### src/rtl/johnson_pkg.sv
package johnson_pkg;

  // Source selected for the next register value.
  typedef enum logic [1:0] {
    NX_HOLD    = 2'd0,
    NX_SHIFT   = 2'd1,
    NX_CLEAR   = 2'd2,
    NX_RECOVER = 2'd3
  } nx_sel_e;

endpackage

### src/rtl/johnson_next_state.sv
module johnson_next_state
  import johnson_pkg::*;
#(
  parameter int STAGES = 4
) (
  input  logic [STAGES-1:0] cur_i,
  input  logic              en_i,
  input  logic              clr_i,
  output logic [STAGES-1:0] nxt_o,
  output logic              valid_o
);

  localparam int EDGES = STAGES - 1;

  logic [EDGES-1:0]  diff;
  logic [STAGES-1:0] shifted;
  nx_sel_e           sel;

  // A pattern on the cycle has at most one boundary between neighbours.
  assign diff    = cur_i[STAGES-1:1] ^ cur_i[STAGES-2:0];
  assign valid_o = ((diff & (diff - EDGES'(1))) == '0);

  // Switched tail: inverted last stage enters the first stage.
  assign shifted = {cur_i[STAGES-2:0], ~cur_i[STAGES-1]};

  always_comb begin
    if (clr_i)         sel = NX_CLEAR;
    else if (!en_i)    sel = NX_HOLD;
    else if (!valid_o) sel = NX_RECOVER;
    else               sel = NX_SHIFT;
  end

  always_comb begin
    unique case (sel)
      NX_HOLD:  nxt_o = cur_i;
      NX_SHIFT: nxt_o = shifted;
      default:  nxt_o = '0;
    endcase
  end

endmodule

### src/rtl/johnson_stage_reg.sv
module johnson_stage_reg #(
  parameter int STAGES = 4
) (
  input  logic              clk_i,
  input  logic              rst_ni,
  input  logic              load_i,
  input  logic [STAGES-1:0] d_i,
  output logic [STAGES-1:0] q_o
);

  logic [STAGES-1:0] q_q;

  always_ff @(posedge clk_i or negedge rst_ni) begin
    if (!rst_ni) begin
      q_q <= '0;
    end else if (load_i) begin
      q_q <= d_i;
    end
  end

  assign q_o = q_q;

endmodule

### src/rtl/johnson_tick_decode.sv
module johnson_tick_decode #(
  parameter int STAGES = 4
) (
  input  logic [STAGES-1:0]   stage_i,
  input  logic                valid_i,
  output logic [2*STAGES-1:0] tick_o
);

  localparam int PHASES = 2 * STAGES;

  logic [PHASES-1:0] raw;

  // End-bit pair decodes: all zeros and all ones.
  assign raw[0]      = ~stage_i[0] & ~stage_i[STAGES-1];
  assign raw[STAGES] =  stage_i[0] &  stage_i[STAGES-1];

  // Adjacent-pair decodes locate the single boundary.
  for (genvar k = 1; k < STAGES; k++) begin : g_pair
    assign raw[k]        =  stage_i[k-1] & ~stage_i[k];
    assign raw[STAGES+k] = ~stage_i[k-1] &  stage_i[k];
  end

  assign tick_o = valid_i ? raw : '0;

endmodule

### src/rtl/johnson_timing_gen.sv
module johnson_timing_gen #(
  parameter int STAGES = 4
) (
  input  logic                clk_i,
  input  logic                rst_ni,
  input  logic                en_i,
  input  logic                clr_i,
  output logic [STAGES-1:0]   stage_o,
  output logic [2*STAGES-1:0] tick_o
);

  logic [STAGES-1:0] state_q;
  logic [STAGES-1:0] state_d;
  logic              state_valid;
  logic              load;

  assign load = en_i | clr_i;

  johnson_next_state #(.STAGES(STAGES)) u_next (
    .cur_i   (state_q),
    .en_i    (en_i),
    .clr_i   (clr_i),
    .nxt_o   (state_d),
    .valid_o (state_valid)
  );

  johnson_stage_reg #(.STAGES(STAGES)) u_reg (
    .clk_i  (clk_i),
    .rst_ni (rst_ni),
    .load_i (load),
    .d_i    (state_d),
    .q_o    (state_q)
  );

  johnson_tick_decode #(.STAGES(STAGES)) u_dec (
    .stage_i (state_q),
    .valid_i (state_valid),
    .tick_o  (tick_o)
  );

  assign stage_o = state_q;

endmodule

### config.mk
export PLATFORM = sky130hd
export DESIGN_NAME = johnson_timing_gen
export DESIGN_NICKNAME = d
export VERILOG_FILES = /design/src/rtl/johnson_pkg.sv /design/src/rtl/johnson_next_state.sv /design/src/rtl/johnson_stage_reg.sv /design/src/rtl/johnson_tick_decode.sv /design/src/rtl/johnson_timing_gen.sv
export SDC_FILE = /design/constraint.sdc
export NUM_CORES = 1
export LEC_CHECK = 0
export BUFFER_PORTS_ARGS = -buffer_cell sky130_fd_sc_hd__buf_2
export CORE_AREA = 2 2 39 41
export DETAILED_ROUTE_END_ITERATION = 6
export DIE_AREA = 0 0 41 43
export GPL_ROUTABILITY_DRIVEN = 1
export HOLD_SLACK_MARGIN = 0.05
export PLACE_DENSITY = 0.61
export SLEW_MARGIN = 20
export SYNTH_ARGS = -nofsm -noshare
export SYNTH_HDL_FRONTEND = slang
export SYNTH_HIERARCHICAL = 1
export SYNTH_SLANG_ARGS = --single-unit
export TNS_END_PERCENT = 100
### constraint.sdc
create_clock -name clk_i -period 1.85 [get_ports clk_i]
set_input_delay 0.37 -clock clk_i [delete_from_list [all_inputs] [get_ports clk_i]]
set_output_delay 0.37 -clock clk_i [all_outputs]
set_load 0.01 [all_outputs]
==> impl_metrics.yaml <==
power_and_ir_drop:
  pwr-share-seq: 0.347
  cell_internal_pwr_mw: 0.203
  pwr_density_cell_nw_per_um2: 500
  p_sw_frac: 0.283
  comb_power_share: 0.282
  p_leak_nw: 0.309
  irDropWorstVdd_v: 0.000333
  p_clk_frac: 0.371
  p_switching_mw: 0.0803
cts:
  htreeDepth: 1
  clkSlewWorstSetupHoldPaths_ns: 0.04
  cts_inserted_buffers: 3
  cts_root_buffer: "clkbuf_4"
  clk_latency_ns: 0.23
  cts_tree: "yes"
  cts_buffer_depth: 2
  cts.sinks: 4
logic_synthesis:
  seq_area_frac_synth: 0.277
  ys_ff_latch: 4
  syn_inst: 40
  syn_area_per_cell_um2: 9.04
  synth-edff-count: 0
  syn_area_um2: 362
  synth_warnings: 6
  ys_types: 22
  async_reset_ff_frac: 1.00
  syn-num-nets: 44
  synthFlopType: "dfrtp_1"
timing:
  fin_crit_sh: 0.966
  finalSetupViolations: 0
  slew_violations: 0
  whs_ns: 0.502
  rsz0062_at_grt: "true"
  fin_ws_ns: 0.0634
  setup-tns-final_ns: 0
  tightest_slew_ns: 0.227
  relSlewSlack: 0.844
  finalCriticalPeriod_ns: 1.79
  hold_viol_final: 0
  fmax_mhz: 560
  clock_skew_ns: 0.00225
worst_setup_path:
  setup.worst_path.start: "u_reg/q_o[3]$_DFFE_PN0P_"
  crit_path_max_incr_delay_ns: 0.40
  worstSetupEndpointType: "output pin"
  critPathBufInv: 1
  cpMaxStageDelayCell: "dfrtp_2"
  path_cells: "nor2b_4, nor3_2, a21oi_2, nor3b_2, buf_2"
  r2r_cells: 5
  required_ns: 1.48
  cp.arrival_ns: 1.42
  path_class: "reg -> out"
  worstSetupStartpointType: "register"
  timing.rr.start: "u_reg/q_o[3]$_DFFE_PN0P_"
  worstPathMaxFanout: 8
  cpLargestDelayFamily: "simple AND/OR/NAND/NOR gates"
  cp.depth: 5
drt:
  routed_wl_mm: 1.00
  viasPerCell: 4.88
  wl_per_cell_um: 12.2
  vias: 400
  ant_nets: 0
  drcViolationCount: 0
  drtPass1Iterations: 4
  dr.first_iter.drc_count: 7
final_layout:
  largest_reg_flops: 4
  antennaDiodeCount: 0
  instances_no_fill: 82
  syn_to_final_growth_pct: 56.7
  nNetsFinal: 72
  drive_above_1_share: 0.606
  nFillCells: 151
placement:
  place_ws_ns: 0.195
  dp.cells: 75
  hpwl_um: 642
  port_buffers: 15
  gp_congestion: 0.660
hold_path:
  hold_class: "in -> async"
floorplanning:
  row_count: 14
  core-area_um2: 1380
  io_pins: 16
  chipHeight_um: 43
  die_x_um: 41
  die_area_um2: 1760
  initial_core_util: 0.261
grt:
  grt_max_degree: 13
  grt_use_total: 0.114
  antenna_found_initial: 0
  grt_pass1_wl_mm: 1.36
  gr-total-overflow: 0
  first_global_vias: 342
status:
  status: "finished clean"
run:
  cap_viol_max_count: 0
-- cells in the mapped netlist, drive strengths merged (2+ instances only) --
| library cell | number | area (µm²) |
|---|---|---|
| o21ai | 3 | 15.0 |
| and3 | 2 | 13.8 |
| dfrtp | 4 | 100 |
| a21oi | 5 | 25.0 |
| nor2 | 2 | 7.51 |
| and3b | 6 | 52.6 |
| mux2 | 4 | 45.0 |
| nor2b | 2 | 12.5 |
-- per-stage QoR --
stage / instance area (µm²) / total power, mW / util
2_1_floorplan: 362 / 0.139 / -
3_3_place_gp: 490 / 0.174 / 0.354
3_5_place_dp: 490 / 0.176 / 0.354
4_1_cts: 539 / 0.288 / 0.390
5_1_grt: 567 / 0.303 / 0.410
6_report: 567 / 0.284 / 0.410
-- repair_timing --
action,4_1_cts,5_1_grt
hold endpoints to repair,4,0
hold buffers,1,0
gates resized for setup,1,6
buffers inserted,2,2
pin swaps,0,0
endpoints found under the setup margin,8,8
-- final cells by class --
type | count | area [µm²] | area share
flip-flops and latches | 4 | 103 | 0.181
repair buffers | 24 | 145 | 0.256
inverters | 1 | 3.75 | 0.00662
well taps | 16 | 20.0 | 0.0353
multi-input cells | 34 | 273 | 0.481
clock buffers | 3 | 22.5 | 0.0397
-- cell usage in the layout (no fill, tap or decap) --
cell / Yosys / layout
a21oi_1: 5 / 4
or2_1: 1 / 1
mux2_2: 4 / 4
nand4b_1: 1 / 1
o21ai_0: 2 / 2
nand2_1: 1 / 1
or4_1: 1 / 1
nor3_2: 0 / 1
nor2b_4: 0 / 1
dlygate4sd3_1: 0 / 1
and2_0: 1 / 1
mux2i_1: 1 / 1
dfrtp_2: 0 / 2
inv_2: 1 / 1
a21oi_2: 0 / 1
clkbuf_4: 0 / 3
and3_1: 1 / 1
and4bb_1: 1 / 1
and3b_1: 6 / 6
nor2_1: 2 / 1
nor3b_2: 1 / 1
a21bo_2: 1 / 1
o21ai_1: 1 / 1
buf_2: 0 / 15
nor2b_1: 2 / 1
and3_2: 1 / 1
buf_4: 0 / 8
dfrtp_1: 4 / 2
nor2_2: 0 / 1
-- cells by family (layout without fill, tap and decap cells) --
kind of cell,count (synthesis),in the layout,synth area share
DFF,4,4,0.277
buffers and inverters,2,28,0.0207
muxes,5,5,0.152
AOI/OAI and AO/OA,9,9,0.138
and+or+nand+nor,20,20,0.412
-- final timing paths --
| path | end | slack, ns |
|---|---|---|
| worst max-delay path | tick_o[0] | 0.06 |
| worst min-delay path | u_reg/q_o[0]$_DFFE_PN0P_ | 0.50 |
| worst max register to register | u_reg/q_o[0]$_DFFE_PN0P_ | 0.27 |
| worst min register to register | u_reg/q_o[2]$_DFFE_PN0P_ | 0.58 |
| max in group asynchronous | u_reg/q_o[2]$_DFFE_PN0P_ | 1.22 |
| min in group clk_i | u_reg/q_o[1]$_DFFE_PN0P_ | 0.53 |
-- power by group through the flow --
stage | logic, mW | clock network (mW) | registers (mW)
after CTS | 0.0805 | 0.112 | 0.0961
final | 0.0799 | 0.105 | 0.0984
after detailed placement | 0.0787 | 0 | 0.0970
after floorplan | 0.0345 | 0 | 0.105
after global routing | 0.0888 | 0.116 | 0.0985
after global placement | 0.0768 | 0 | 0.0969
-- routing by layer --
layer,vias up,track usage,share of wire
li1,201,-,-
met1,184,0.118,0.38
met2,15,0.194,0.56
met3,0,0.0628,0.059
met4,0,0.0200,0
met5,-,0,0
(Power assumes the default switching activity.)
